**src/rtl/dbgc_pkg.sv**
```systemverilog
package dbgc_pkg;

  localparam logic [7:0] OP_WMEM   = 8'h25;
  localparam logic [7:0] OP_TRACE  = 8'h26;
  localparam logic [7:0] OP_RETURN = 8'h27;
  localparam logic [7:0] OP_UNLOCK = 8'h28;
  localparam logic [7:0] OP_RREG   = 8'h29;

  localparam logic [3:0] CODE_WMEM   = 4'b0101;
  localparam logic [3:0] CODE_UNLOCK = 4'b1000;
  localparam logic [3:0] CODE_RREG   = 4'b1001;

  typedef enum logic [2:0] {
    K_NONE,
    K_WMEM,
    K_RREG,
    K_UNLOCK,
    K_TRACE,
    K_RETURN
  } kind_e;

  typedef enum logic {
    ST_IDLE,
    ST_COLLECT
  } coll_state_e;

  typedef struct packed {
    kind_e      kind;
    logic       jump_on_start;
    logic       jump_on_end;
    logic       has_args;
    logic [3:0] code;
  } op_info_t;

endpackage

```
**src/rtl/dbgc_decoder.sv**
```systemverilog
module dbgc_decoder
  import dbgc_pkg::*;
#(
  parameter int ADDR_B    = 2,
  parameter int DATA_B    = 2,
  parameter int PWD_BYTES = 32,
  parameter int CNT_W     = 6
) (
  input  logic [7:0]       opcode,
  output op_info_t         info,
  output logic [CNT_W-1:0] nargs
);

  always_comb begin
    info  = '{kind: K_NONE, jump_on_start: 1'b0, jump_on_end: 1'b0,
              has_args: 1'b0, code: 4'h0};
    nargs = '0;
    unique case (opcode)
      OP_WMEM: begin
        info.kind        = K_WMEM;
        info.jump_on_end = 1'b1;
        info.has_args    = 1'b1;
        info.code        = CODE_WMEM;
        nargs            = CNT_W'(ADDR_B + DATA_B);
      end
      OP_RREG: begin
        info.kind        = K_RREG;
        info.jump_on_end = 1'b1;
        info.has_args    = 1'b1;
        info.code        = CODE_RREG;
        nargs            = CNT_W'(ADDR_B);
      end
      OP_UNLOCK: begin
        info.kind          = K_UNLOCK;
        info.jump_on_start = 1'b1;
        info.has_args      = 1'b1;
        info.code          = CODE_UNLOCK;
        nargs              = CNT_W'(PWD_BYTES);
      end
      OP_TRACE:  info.kind = K_TRACE;
      OP_RETURN: info.kind = K_RETURN;
      default:   info.kind = K_NONE;
    endcase
  end

  always_comb begin
    assert (!(info.has_args && nargs == '0)) else $error("AST_ARGS_NONZERO");
    assert (!(info.jump_on_start && info.jump_on_end)) else $error("AST_ONE_JUMP_POINT");
  end

endmodule

```
**src/rtl/dbgc_arg_sink.sv**
```systemverilog
module dbgc_arg_sink
  import dbgc_pkg::*;
#(
  parameter int ADDR_B = 2,
  parameter int DATA_B = 2,
  parameter int CNT_W  = 6
) (
  input  logic                clk,
  input  logic                rst_n,
  input  logic                we,
  input  kind_e               kind,
  input  logic [CNT_W-1:0]    idx,
  input  logic [7:0]          din,
  output logic [ADDR_B*8-1:0] addr,
  output logic [DATA_B*8-1:0] data,
  output logic [7:0]          pbuf,
  output logic                pstb
);

  logic addr_kind;
  assign addr_kind = (kind == K_WMEM) || (kind == K_RREG);

  for (genvar g = 0; g < ADDR_B; g++) begin : g_alane
    logic [7:0] q;
    always_ff @(posedge clk or negedge rst_n) begin
      if (!rst_n)                                     q <= 8'h00;
      else if (we && addr_kind && idx == CNT_W'(g))   q <= din;
    end
    assign addr[g*8 +: 8] = q;
  end

  for (genvar g = 0; g < DATA_B; g++) begin : g_dlane
    logic [7:0] q;
    always_ff @(posedge clk or negedge rst_n) begin
      if (!rst_n)                                                q <= 8'h00;
      else if (we && kind == K_WMEM && idx == CNT_W'(ADDR_B + g)) q <= din;
    end
    assign data[g*8 +: 8] = q;
  end

  always_ff @(posedge clk or negedge rst_n) begin
    if (!rst_n) begin
      pbuf <= 8'h00;
      pstb <= 1'b0;
    end else begin
      pstb <= we && kind == K_UNLOCK;
      if (we && kind == K_UNLOCK) pbuf <= din;
    end
  end

  AST_DATA_ONLY_WMEM: assert property (@(posedge clk) disable iff (!rst_n)
    (we && kind != K_WMEM) |=> $stable(data));
  AST_PSTB_FOLLOWS_WRITE: assert property (@(posedge clk) disable iff (!rst_n)
    pstb |-> $past(we && kind == K_UNLOCK));

endmodule

```
**src/rtl/dbgc_run_ctl.sv**
```systemverilog
module dbgc_run_ctl (
  input  logic clk,
  input  logic rst_n,
  input  logic trace_go,
  input  logic return_go,
  input  logic enter,
  output logic active,
  output logic step
);

  always_ff @(posedge clk or negedge rst_n) begin
    if (!rst_n) begin
      active <= 1'b0;
      step   <= 1'b0;
    end else if (trace_go) begin
      active <= 1'b0;
      step   <= 1'b1;
    end else if (step) begin
      active <= 1'b1;
      step   <= 1'b0;
    end else if (return_go) begin
      active <= 1'b0;
    end else if (enter && !active) begin
      active <= 1'b1;
    end
  end

  AST_STEP_SINGLE: assert property (@(posedge clk) disable iff (!rst_n)
    step |=> (!step && active));
  AST_STEP_OUT_OF_DEBUG: assert property (@(posedge clk) disable iff (!rst_n)
    step |-> !active);
  AST_RETURN_LEAVES: assert property (@(posedge clk) disable iff (!rst_n)
    (return_go && !trace_go) |=> !active);

endmodule

```
**src/rtl/dbgc_collector.sv**
```systemverilog
module dbgc_collector
  import dbgc_pkg::*;
#(
  parameter int          ADDR_W    = 16,
  parameter int          DATA_W    = 16,
  parameter int          PWD_BYTES = 32,
  parameter logic [15:0] MON_VEC   = 16'h8010
) (
  input  logic              clk,
  input  logic              rst_n,
  input  logic              in_valid,
  output logic              in_ready,
  input  logic [7:0]        in_data,
  input  logic              dbg_enter,
  output logic              dbg_active,
  output logic              cpu_step,
  output logic              mon_jump,
  output logic [15:0]       mon_vector,
  output logic [3:0]        mon_cmd,
  output logic [ADDR_W-1:0] arg_addr,
  output logic [DATA_W-1:0] arg_data,
  output logic [7:0]        pwd_byte,
  output logic              pwd_stb
);

  localparam int ADDR_B   = ADDR_W / 8;
  localparam int DATA_B   = DATA_W / 8;
  localparam int MAX_ARGS = (PWD_BYTES > ADDR_B + DATA_B) ? PWD_BYTES : ADDR_B + DATA_B;
  localparam int CNT_W    = $clog2(MAX_ARGS + 1);

  coll_state_e      state_q;
  kind_e            kind_q;
  logic [CNT_W-1:0] nargs_q, idx_q;
  logic             jend_q;
  logic [3:0]       code_q;

  op_info_t         info;
  logic [CNT_W-1:0] nargs;
  logic             fire, op_take, arg_take, last_arg;
  logic             trace_go, return_go;

  dbgc_decoder #(
    .ADDR_B(ADDR_B), .DATA_B(DATA_B), .PWD_BYTES(PWD_BYTES), .CNT_W(CNT_W)
  ) u_dec (
    .opcode(in_data),
    .info  (info),
    .nargs (nargs)
  );

  assign in_ready  = (state_q == ST_COLLECT) || dbg_active;
  assign fire      = in_valid && in_ready;
  assign op_take   = fire && state_q == ST_IDLE;
  assign arg_take  = fire && state_q == ST_COLLECT;
  assign last_arg  = idx_q == nargs_q - CNT_W'(1);
  assign trace_go  = op_take && info.kind == K_TRACE;
  assign return_go = op_take && info.kind == K_RETURN;
  assign mon_vector = MON_VEC;

  always_ff @(posedge clk or negedge rst_n) begin
    if (!rst_n) begin
      state_q  <= ST_IDLE;
      kind_q   <= K_NONE;
      nargs_q  <= '0;
      idx_q    <= '0;
      jend_q   <= 1'b0;
      code_q   <= 4'h0;
      mon_cmd  <= 4'h0;
      mon_jump <= 1'b0;
    end else begin
      mon_jump <= 1'b0;
      if (op_take) begin
        if (info.has_args) begin
          state_q <= ST_COLLECT;
          kind_q  <= info.kind;
          nargs_q <= nargs;
          idx_q   <= '0;
          jend_q  <= info.jump_on_end;
          code_q  <= info.code;
        end
        if (info.jump_on_start) begin
          mon_cmd  <= info.code;
          mon_jump <= 1'b1;
        end
      end else if (arg_take) begin
        idx_q <= idx_q + CNT_W'(1);
        if (last_arg) begin
          state_q <= ST_IDLE;
          kind_q  <= K_NONE;
          if (jend_q) begin
            mon_cmd  <= code_q;
            mon_jump <= 1'b1;
          end
        end
      end
    end
  end

  dbgc_arg_sink #(
    .ADDR_B(ADDR_B), .DATA_B(DATA_B), .CNT_W(CNT_W)
  ) u_sink (
    .clk  (clk),
    .rst_n(rst_n),
    .we   (arg_take),
    .kind (kind_q),
    .idx  (idx_q),
    .din  (in_data),
    .addr (arg_addr),
    .data (arg_data),
    .pbuf (pwd_byte),
    .pstb (pwd_stb)
  );

  dbgc_run_ctl u_run (
    .clk      (clk),
    .rst_n    (rst_n),
    .trace_go (trace_go),
    .return_go(return_go),
    .enter    (dbg_enter),
    .active   (dbg_active),
    .step     (cpu_step)
  );

  AST_JUMP_ONE_CYCLE: assert property (@(posedge clk) disable iff (!rst_n)
    mon_jump |=> !mon_jump);
  AST_CMD_ONLY_WITH_JUMP: assert property (@(posedge clk) disable iff (!rst_n)
    !mon_jump |-> $stable(mon_cmd));
  AST_JUMP_NEEDS_BYTE: assert property (@(posedge clk) disable iff (!rst_n)
    mon_jump |-> $past(fire));
  AST_IDX_IN_RANGE: assert property (@(posedge clk) disable iff (!rst_n)
    (state_q == ST_COLLECT) |-> (idx_q < nargs_q));
  AST_COLLECT_IN_DEBUG: assert property (@(posedge clk) disable iff (!rst_n)
    (state_q == ST_COLLECT) |-> dbg_active);

endmodule

```
**config.mk**
```make
export PLATFORM = sky130hd
export DESIGN_NAME = dbgc_collector
export DESIGN_NICKNAME = d
export VERILOG_FILES = /design/src/rtl/dbgc_pkg.sv /design/src/rtl/dbgc_decoder.sv /design/src/rtl/dbgc_arg_sink.sv /design/src/rtl/dbgc_run_ctl.sv /design/src/rtl/dbgc_collector.sv
export SDC_FILE = /design/constraint.sdc
export NUM_CORES = 1
export LEC_CHECK = 0
export ABC_AREA = 1
export BUFFER_PORTS_ARGS = -buffer_cell sky130_fd_sc_hd__buf_4
export CORE_MARGIN = 10
export CORE_UTILIZATION = 57
export DETAILED_ROUTE_END_ITERATION = 8
export HOLD_SLACK_MARGIN = 0.03
export PLACE_DENSITY = 0.85
export SYNTH_ARGS = -nofsm -noshare
export SYNTH_HDL_FRONTEND = slang
export SYNTH_SLANG_ARGS = --single-unit
```
**constraint.sdc**
```tcl
create_clock -name clk -period 3.1 [get_ports clk]
set_clock_uncertainty 0.05 [all_clocks]
set_input_delay 0.155 -clock clk [delete_from_list [all_inputs] [get_ports clk]]
set_output_delay 0.155 -clock clk [all_outputs]
set_load 0.02 [all_outputs]
```
## Word level (Yosys, flattened, before mapping)

Cells that the tools add are included.

- Register bits after elaboration: 69
- Bits of input ports: 12
- Output and inout bits: 65
- Logic and storage cells: 92

- Add/sub/neg operators: 2
- Equal/unequal tests: 16
- Muxes and demuxes: 31
- Bitwise gates (word level): 1
- Reductions and logical operators: 26

Operators by type and width:

| kind | count |
|---|---|
| 8-bit by 6-bit == test with 1-bit output, second input constant | 5 |
| 4-bit 2-to-1 mux | 5 |
| 6-bit 2-to-1 mux | 3 |
| 6-bit case mux with 3 select lines | 1 |
| 1-bit 2-to-1 mux | 16 |
| 3-bit case mux with 5 select lines | 1 |
| 5-bit case mux with 3 select lines | 1 |
| 1-bit logical AND | 13 |
| 6-bit by 2-bit == test with 1-bit output, second input constant | 2 |
| 3-bit 2-to-1 mux | 4 |
| 6-bit by 1-bit adder with 6-bit output, second input constant | 1 |
| 3-bit by 2-bit == test with 1-bit output, second input constant | 2 |
| 3-bit == test, second input constant | 2 |
| 6-bit by 1-bit == test with 1-bit output, second input constant | 1 |
| 6-bit == test | 1 |
| 6-bit zero test | 1 |
| 2-bit nonzero test | 3 |
| 6-bit by 1-bit subtractor with 6-bit output, second input constant | 1 |
| 2-bit != test, second input constant | 2 |
| 2-bit AND reduction | 2 |
| 4-bit AND reduction | 1 |
| 4-bit nonzero test | 1 |
| 3-bit by 1-bit == test with 1-bit output, second input constant | 1 |
| 3-bit AND reduction | 1 |
| 4 further kinds | 5 |

## Logic depth before layout (Yosys ltp)

Gate-level depths: netlist of the first run.

- Depth after elaboration: 7
- Mapped depth: 11
- Mapped depth without buffers: 11

## Hierarchy

A second synthesis of the first run with hierarchy kept.

- Cells, all modules: 438
- Area, all modules: 3523.4 µm²

By module, submodules not included:

| module | instances | cells each | area an instance (µm²) | seq. area each (µm²) |
|---|---|---|---|---|
| dbgc_arg_sink | 1 | 194 | 1744.2 | 1026.0 |
| dbgc_collector | 1 | 198 | 1510.2 | 650.6 |
| dbgc_decoder | 1 | 40 | 201.4 | 0.0 |
| dbgc_run_ctl | 1 | 6 | 67.6 | 50.0 |

## Worst setup path before layout of the first run

Ideal clock, no wire load.

- Path type: register to register
- Start point: register u_run.active
- End point: register u_sink.g_dlane[1].q[6]
- Library setup time: 118 ps
- Arrival: 1452 ps
- Required time: 2932 ps
- Slack: 1480 ps
- Cell stages (with the launch flop): 11
- Path buffers: 1
- Clock period less this slack: 1620 ps
- Path through: dfrtp_1 > inv_1 > nand2_2 > nand2_2 > inv_2 > nand2_2 > nor2_4 > nand3_2 > buf_6 > nand2_1 > o21ai_2

- Longest elaborated chain between the ends: 5

RTL lines:

| what | line | RTL |
|---|---|---|
| start: declaration | dbgc_run_ctl.sv:7 | `output logic active,` |
| start signal: assignment | dbgc_run_ctl.sv:13 | `active <= 1'b0;` |
| start signal: assignment | dbgc_run_ctl.sv:16 | `active <= 1'b0;` |
| start signal: assignment | dbgc_run_ctl.sv:19 | `active <= 1'b1;` |
| 1-bit logical OR | dbgc_collector.sv:50 | `assign in_ready = (state_q == ST_COLLECT) \|\| dbg_active;` |
| named net in_ready | dbgc_collector.sv:12 | `output logic in_ready,` |
| 1-bit logical AND | dbgc_collector.sv:51 | `assign fire = in_valid && in_ready;` |
| 1-bit logical AND | dbgc_collector.sv:53 | `assign arg_take = fire && state_q == ST_COLLECT;` |
| 1-bit logical AND (2 in a row) | dbgc_arg_sink.sv:36 | `else if (we && kind == K_WMEM && idx == CNT_W'(ADDR_B + g)) q <= din;` |
| end signal: assignment | dbgc_arg_sink.sv:36 |  |
| end: declaration | dbgc_arg_sink.sv:33 | `logic [7:0] q;` |

The timed path passes the listed nets, and every way through them passes these cells.
A chain may end at the register's enable or synchronous reset.

## Worst setup path after layout of the first run

- Start point: register idx_q[3]
- End point: register u_sink.g_alane[1].q[0]

- Longest elaborated chain between the ends: 2

RTL lines:

| what | line | RTL |
|---|---|---|
| start: declaration | dbgc_collector.sv:33 | `logic [CNT_W-1:0] nargs_q, idx_q;` |
| start signal: assignment | dbgc_collector.sv:85 | `idx_q <= idx_q + CNT_W'(1);` |
| 6-bit by 1-bit == test with 1-bit output | dbgc_arg_sink.sv:27 | `else if (we && addr_kind && idx == CNT_W'(g)) q <= din;` |
| 1-bit logical AND | dbgc_arg_sink.sv:27 |  |
| end signal: assignment | dbgc_arg_sink.sv:27 |  |
| end: declaration | dbgc_arg_sink.sv:24 | `logic [7:0] q;` |

No other way between the ends.

==> results of run 1 <==
synth_stat cells, types with 5 or more instances:
cell,count
nand2_1,107
dfrtp_1,63
o21ai_0,30
inv_1,26
buf_4,17
o21ai_2,16
nor2_1,12
nand3_1,10
nand4_1,10
inv_2,6
buf_6,5
ha_1,5
nand2_2,5
area by class of cell:
type,instances,area share
repair buffers,61,0.127
clock inverters,3,0.0110
flip-flops and latches,63,0.433
inverters,32,0.0330
well taps,70,0.0240
multi-input cells,232,0.326
clock buffers,13,0.0463
critical path: cells and delay by family (launching register included):
kind	cells	cell delay, ps
simple gates	4	1130
flops	1	430
buf+inv	1	90
compound gates	1	70
routing by layer:
layer / GRT usage / vias to the layer above
met5: 0 / -
met4: 0.0746 / 0
met3: 0.0694 / 16
met2: 0.279 / 69
met1: 0.202 / 1109
li1: - / 1169
logic make-up after synthesis:
family                   Yosys count  synth area share
AND/OR/NAND/NOR                  155             0.238
flip-flops                        63             0.522
buffers and inverters             56             0.104
AO/OA/AOI/OAI                     53             0.108
adder cells (fa/ha/maj)            5            0.0207
XOR/XNOR                           2           0.00580
other                              2           0.00248
power groups by stage:
stage | Sequential, µW | Clock (µW) | Combinational [µW]
final | 905 | 741 | 244
after global routing | 913 | 788 | 279
after CTS | 905 | 750 | 245
after detailed placement | 920 | 0 | 241
after global placement | 919 | 0 | 239
after floorplan | 902 | 0 | 205
what timing repair did:
| action | CTS | global route |
|---|---|---|
| endpoints found under the setup margin | 0 | 0 |
| endpoints found under the hold margin | 64 | 0 |
| hold buffers | 2 | 0 |
per-stage QoR:
step / utilization / cell area [µm²] / total power [µW] / hold WS, ps / cells
2_1_floorplan: - / 3080 / 1110 / -191 / 351
6_report: 0.709 / 3640 / 1890 / 52.9 / 474
4_1_cts: 0.709 / 3640 / 1900 / 46.6 / 474
5_1_grt: 0.709 / 3640 / 1980 / 59.5 / 474
3_5_place_dp: 0.665 / 3420 / 1160 / 234 / 456
3_3_place_gp: 0.665 / 3420 / 1160 / 231 / 456
registers in the layout, summed over array words and instances, names as in the netlist, 2 cells and up:
| signal | count |
|---|---|
| code_q | 2 |
| idx_q | 6 |
| kind_q | 3 |
| mon_cmd | 3 |
| nargs_q | 3 |
| u_sink.g_alane.q | 16 |
| u_sink.g_dlane.q | 16 |
| u_sink.pbuf | 8 |
worst paths after layout:
path / startpoint / end / slack [ps] / cells past startpoint
max: idx_q[3] / u_sink.g_alane[1].q[0] / 1190 / 6
max in group asynchronous: rst_n / idx_q[1] / 2100 / 2
max reg2reg: idx_q[3] / u_sink.g_alane[1].q[0] / 1190 / 6
min reg2reg: u_sink.g_alane[1].q[2] / u_sink.g_alane[1].q[2] / 440 / 2
min in group asynchronous: rst_n / idx_q[5] / 370 / 2
min: in_data[6] / u_sink.g_alane[1].q[6] / 50 / 3
==> impl_metrics.yaml, run 1 <==
synthesis:
  syn_area_mm2: 0.00302
  synth_area_leader_cell: "dfrtp_1"
  synth.avg_cell_area_um2: 9.00
  synth-seq-cells: 63
  ys_seq_area_frac: 0.522
  synth_cells: 336
  synthFlopType: "dfrtp_1"
  ys_types: 27
  async_flop_share: 1.00
  synth_top_area_frac: 0.522
  synth.area.top_cells: "dfrtp_1 52%, nand2_1 13%, o21ai_0 5.0%, o21ai_2 4.6%, buf_4 4.2%"
  synth_edf_count: 0
  ys_warn_count: 0
clock_network:
  cts_max_path_buffers: 2
  cts-resized-gates: 0
  clk_latency_ps: 350
  root_buffer: "clkbuf_8"
  htree_levels: 3
  path_clk_slew_ps: 70
  cts.sinks: 63
  tritoncts: "built"
  cts_buffers: 9
  postCtsSetupBuffers: 0
detailed_routing:
  wl_met2_um: 3500
  wl_met3_um: 518
  drt_iter0_drc: 124
  vias: 2363
  drc_errors: 0
  avgRoutedWirePerCell_um: 14.8
  viasPerCell: 4.99
  dr.pass1.iters: 4
  top_layer: "met4"
  postRouteAntennaNets: 0
  route.final.wire_length_um: 7030
  met1_length_um: 2880
final_layout:
  fillers: 412
  seq_area_mm2: 0.00158
  antenna_cells: 0
  layout-drive-gt1-share: 0.275
  syn2layout_area_growth_pct: 20.6
  final_common_cell: "nand2_1"
  multi_input_area_mm2: 0.00119
  final_cell_mix: "107 x nand2_1, 63 x dfrtp_1, 59 x buf_4"
  fin_nets: 416
power_and_ir_drop:
  power_frac_comb: 0.129
  power_density_mw_per_mm2: 519
  p_clk_frac: 0.392
  p_sw_uw: 523
  p_leak_uw: 0.00197
  power_frac_seq: 0.479
  sw_frac_of_total: 0.276
  internal-power_uw: 1370
  ir_drop_mv: 0.420
timing:
  fmax_mhz: 524
  worst_pin_slew_ps: 772
  finalWorstSetupSlack_ps: 1190
  period_share: 0.616
  tns_ps: 0
  fin_crit_ps: 1910
  setup_viol: 0
  report.final.slew_viol_count: 0
  hold_viol: 0
  slew_headroom: 0.485
  rsz0062_at_grt: "false"
global_route:
  first_global_vias: 2449
  grt_first_pass_wirelength_um: 11900
  grt_max_degree: 64
  grt_overflow: 0
  gr-usage-all-layers: 0.174
  antenna_found_initial: 0
floorplan:
  initial_core_util: 0.588
  die_width_um: 92.8
  row_count: 26
  fp.dieH_um: 92.8
  io_pins: 77
  fp.coreArea_mm2: 0.00514
  die_area_mm2: 0.00862
setup_path:
  path_max_fanout: 16
  crit_chain: "inv_1 -> nand2_1 -> nor3_4 -> nand4_2 -> nand2_1 -> o21ai_2"
  crit_path_frequent_cell: "nand2_1"
  worstSetupStartpointType: "flip-flop"
  critPathKind: "flip-flop to flip-flop"
  required_ps: 3270
  max_stage_delay_ps: 470
  cp.arrival_ps: 2080
  slowest_stage: "nand4_2"
  cp-end-kind: "flip-flop"
placement:
  dp_worst_setup_slack_ps: 1190
  dp_hpwl_um: 5200
  port_buffers: 59
  gp_congestion: 0.876
outcome:
  status: "finished, final reports clean"
job:
  cap_violations: 0
hold_path:
  hold_path_class: "primary input to flip-flop"
(Power assumes the default switching activity.)
==> run 2: changes to the inputs <==
Settings changed: CORE_UTILIZATION 57 to 53, PLACE_DENSITY 0.85 to 0.8.
Clock period 3.1 ns to 1.8 ns, I/O delays scaled along.
==> run 2 against run 1 <==
  * Non-clock buffer count rose by 16
  * Clock power rose by 40%
  * Via count rose by 3.8%
  * First-iteration DRC count did not move
  * Fmax rose by 16%
  * Register-to-register slack got worse by 1000 ps
  * Critical endpoint is now u_sink.g_dlane[0].q[4]
  * Largest cell class unchanged
==> impl_metrics.yaml, run 2 (synthesized netlist as in run 1, its figures left out) <==
final_layout:
  final_common_cell: "nand2_1"
  antenna_cells: 0
  seq_area_mm2: 0.00158
  fillers: 459
  fin_nets: 432
  syn2layout_area_growth_pct: 24.0
  multi_input_area_mm2: 0.00121
  layout-drive-gt1-share: 0.305
  largestRegisters: "u_sink.g_alane.q (16), u_sink.g_dlane.q (16), u_sink.pbuf (8)"
  final_cells: 491
  final_cell_mix: "105 x nand2_1, 73 x buf_4, 63 x dfrtp_1"
clock_network:
  clk_latency_ps: 330
  cts_buffers: 9
  tritoncts: "built"
  cts_max_path_buffers: 2
  cts.sinks: 63
  htree_levels: 3
  path_clk_slew_ps: 70
  root_buffer: "clkbuf_8"
floorplan:
  initial_core_util: 0.549
  die_width_um: 95.5
  die_area_mm2: 0.00912
  fp.dieH_um: 95.5
  io_pins: 77
  row_count: 27
  fp.coreArea_mm2: 0.00551
detailed_routing:
  vias: 2452
  drt_iter0_drc: 124
  avgRoutedWirePerCell_um: 14.5
  route.final.wire_length_um: 7110
  viasPerCell: 4.99
  postRouteAntennaNets: 0
  drc_errors: 0
  dr.pass1.iters: 4
setup_path:
  critPathTopFamily: "simple AND/OR/NAND/NOR gates"
  cp-end-kind: "flip-flop"
  worstSetupStartpointType: "flip-flop"
  crit_chain: "inv_1 -> nand2_1 -> nor3_4 -> buf_4 -> nand3_4 -> o21ai_0"
  cp.arrival_ps: 1840
  slowest_stage: "dfrtp_1"
  path_max_fanout: 16
  required_ps: 1990
  critPathKind: "flip-flop to flip-flop"
  cp_num_buf_inv: 2
  max_stage_delay_ps: 440
hold_path:
  hold_path_class: "primary input to flip-flop"
timing:
  slew_headroom: 0.484
  tns_ps: 0
  report.final.slew_viol_count: 0
  hold_viol: 0
  worst_pin_slew_ps: 774
  period_share: 0.916
  rsz0062_at_grt: "false"
  fmax_mhz: 607
  setup_viol: 0
  fin_crit_ps: 1650
power_and_ir_drop:
  p_leak_uw: 0.00202
  ir_drop_mv: 0.560
  power_density_mw_per_mm2: 820
global_route:
  use_met3: 0.0738
  grt_first_pass_wirelength_um: 12000
  antenna_found_initial: 0
  first_global_vias: 2488
  met2_usage: 0.267
  grt_max_degree: 64
  grt_overflow: 0
  gr-usage-all-layers: 0.164
  grtUsageMet1: 0.194
  grt.busiest_layer: "met2"
placement:
  gp_congestion: 0.889
  dp_hpwl_um: 5350
  dp.cells: 468
  port_buffers: 59
outcome:
  status: "finished, final reports clean"
job:
  cap_violations: 0
==> run 2: through the flow <==
stage	hold slack [ps]	power, µW	setup slack (ps)	cell area (µm²)	util
2_1_floorplan	-256	1910	180	3080	-
3_3_place_gp	171	2000	239	3490	0.634
3_5_place_dp	172	2030	178	3490	0.634
4_1_cts	34.9	3060	90.6	3700	0.671
5_1_grt	58.4	3230	3.35	3750	0.681
6_report	45.0	3070	152	3750	0.681
==> run 2: layout make-up <==
type	count	share of cell area
clock buffers	11	0.0377
clock inverters	4	0.00601
inverters	32	0.0320
multi-input cells	232	0.323
flip-flops and latches	63	0.420
well taps	72	0.0240
repair buffers	77	0.157
==> run 2: power breakdown <==
group | internal (µW) | switching, µW | leakage (µW)
sequential | 1470 | 96.3 | 0.000856
clock | 522 | 513 | 0.0000850
combinational | 164 | 306 | 0.00108
total | 2160 | 915 | 0.00202
==> run 2: path summary, 6_finish.rpt <==
path	from	slack, ps	cells after the start	end
hold reg to reg	nargs_q[2]	430	2	nargs_q[2]
setup / recovery	idx_q[3]	150	6	u_sink.g_dlane[0].q[4]
hold / removal	dbg_enter	40	4	u_run.active
max in group asynchronous	rst_n	860	2	idx_q[1]
min in group asynchronous	rst_n	320	2	idx_q[5]
setup reg to reg	idx_q[3]	150	6	u_sink.g_dlane[0].q[4]
==> run 2: repair_timing <==
action	4_1_cts	5_1_grt
gates resized for setup	0	6
endpoints found under the hold margin	69	0
hold buffers	4	0
setup buffers	0	4
setup endpoints to repair	0	15
==> run 2: per-layer routing <==
| metal | vias to the layer above | wire [µm] |
|---|---|---|
| met5 | - | 0 |
| met4 | 0 | 65 |
| met3 | 9 | 669 |
| met2 | 81 | 3580 |
| met1 | 1161 | 2800 |
| li1 | 1201 | - |
==> run 2: tightest hold or removal path, cell delays in order <==
cell and delay [ps]:
buf_4 70, or2_2 80, a21oi_1 50, nor2_1 80
==> run 3: changes to the inputs <==
Settings changed: CELL_PAD_IN_SITES_DETAIL_PLACEMENT from default to 0, CELL_PAD_IN_SITES_GLOBAL_PLACEMENT from default to 1, CORE_UTILIZATION 53 to 39, GPL_ROUTABILITY_DRIVEN from default to 0, PLACE_DENSITY 0.8 to default, PLACE_DENSITY_LB_ADDON from default to 0.1.
==> run 3 against run 2 <==
  * Fmax decreased by 1.5%
  * Sequential power is essentially flat
  * Global-route usage is 2.8 points lower
  * Combinational power rose by 2%
  * Worst setup slack got worse by 26 ps
  * Wire length up 5.4%
  * Utilization decreased by 18 points
  * Sequential share of layout area shrank 1.1 points
  * Register-to-register slack about the same
  * Die area grew 28%
  * Via count decreased by 4.9%
  * Largest cell class unchanged
==> impl_metrics.yaml, run 3 (synthesized netlist as in run 1, its figures left out) <==
outcome:
  status: "finished, final reports clean"
detailed_routing:
  drt_iter0_drc: 82
  drc_errors: 0
  dr.pass1.iters: 5
  route.final.wire_length_um: 7500
  postRouteAntennaNets: 0
  vias: 2331
  avgRoutedWirePerCell_um: 14.3
  viasPerCell: 4.46
setup_path:
  path_max_fanout: 6
  rr_endpoint: "mon_cmd[0]"
  critPathTopFamily: "buffers and inverters"
  crit_cells: 12
  endpoint: "nargs_q[1]"
  max_stage_delay_ps: 540
  crit_chain: "dlygate4sd3_1 -> buf_4 -> inv_2 -> nand2_1 -> nor2_4 -> nand2_1 -> nor2_1 -> nand2_1 -> nand2_2 -> inv_1 -> nand2_1 -> o21ai_1"
  crit_path_frequent_cell: "nand2_1"
  required_ps: 1970
  rr_worst_depth: 10
  critPathLaunch: "in_data[7]"
  cp-end-kind: "flip-flop"
  cp.arrival_ps: 1840
  timing.rr.start: "nargs_q[1]"
  r2r_setup_slack_ps: 160
  slowest_stage: "dlygate4sd3_1"
  cp_num_buf_inv: 4
  critPathKind: "primary input to flip-flop"
  worstSetupStartpointType: "primary input"
global_route:
  antenna_found_initial: 0
  grt_overflow: 0
  gr-usage-all-layers: 0.136
  grt_max_degree: 29
  grt_first_pass_wirelength_um: 12500
  first_global_vias: 2415
hold_path:
  hold_path_class: "primary input to flip-flop"
clock_network:
  cts_buffers: 9
  tritoncts: "built"
  htree_levels: 3
  cts.sinks: 63
  cts_max_path_buffers: 2
  root_buffer: "clkbuf_8"
  path_clk_slew_ps: 70
  clk_latency_ps: 330
placement:
  dp.cells: 503
  port_buffers: 59
  dp_hpwl_um: 5650
  placed_area_mm2: 0.00358
final_layout:
  final_common_cell: "nand2_1"
  final_area_mm2: 0.00385
  largestRegisters: "u_sink.g_alane.q (16), u_sink.g_dlane.q (16), u_sink.pbuf (8)"
  layout-drive-gt1-share: 0.314
  syn2layout_area_growth_pct: 27.5
  fin_nets: 434
  antenna_cells: 0
  final_cell_mix: "106 x nand2_1, 74 x buf_4, 63 x dfrtp_1"
  final_cells: 523
  fillers: 782
floorplan:
  row_count: 32
  initial_core_util: 0.395
  die_width_um: 108
  fp.coreArea_mm2: 0.00765
  die_area_mm2: 0.0117
  io_pins: 77
  fp.dieH_um: 108
timing:
  hold_slack_ps: 53.2
  period_share: 0.930
  fmax_mhz: 597
  report.final.slew_viol_count: 0
  hold_viol: 0
  setup_viol: 0
  fin_crit_ps: 1670
job:
  cap_violations: 0
power_and_ir_drop:
  ir_drop_mv: 0.304
  power_density_mw_per_mm2: 847
  p_leak_uw: 0.00205
  finalPower_uw: 3260
run 3: through the flow:
step	setup slack, ps	utilization	setup TNS [ps]
2_1_floorplan	180	-	0
3_3_place_gp	158	0.468	0
3_5_place_dp	130	0.468	0
4_1_cts	34.5	0.499	0
5_1_grt	-9.07	0.504	-9.75
6_report	126	0.504	0
run 3: area by class of cell:
type	instances	area [µm²]	area share
inverters	32	120	0.0312
repair buffers	79	616	0.160
clock inverters	3	42.5	0.0110
well taps	102	128	0.0331
multi-input cells	232	1220	0.316
clock buffers	12	155	0.0403
flip-flops and latches	63	1580	0.409
run 3: worst min path at each step:
stage                from                endpoint  depth (start not counted)
2_1_floorplan       rst_n               code_q[0]                          0
3_5_place_dp        rst_n                idx_q[4]                          1
4_1_cts        in_data[1]  u_sink.g_alane[1].q[1]                          3
5_1_grt        in_data[1]  u_sink.g_alane[1].q[1]                          3
6_report       in_data[1]  u_sink.g_alane[1].q[1]                          3
3_3_place_gp        rst_n                idx_q[4]                          1
run 3: metal layers:
layer	vias to the layer above	share of wire	global-route usage
met4	0	0.0079	0.0458
met5	-	0	0
li1	1201	-	-
met1	1079	0.43	0.164
met3	7	0.071	0.0553
met2	44	0.49	0.215
run 3: power breakdown:
| part | switching (µW) | internal [µW] | leakage, µW | total [µW] |
|---|---|---|---|---|
| clock | 535 | 706 | 0.0000985 | 1240 |
| sequential | 71.2 | 1470 | 0.000856 | 1540 |
| combinational | 311 | 168 | 0.00110 | 480 |
run 3: tightest hold or removal path: stages:
cell and delay (ps):
buf_4 90, inv_2 90, o21ai_2 130
run 3: what timing repair did:
action,4_1_cts,5_1_grt
resized for setup,0,7
endpoints found under the setup margin,0,11
hold buffers,4,0
buffers inserted,0,1
hold endpoints to repair,67,0
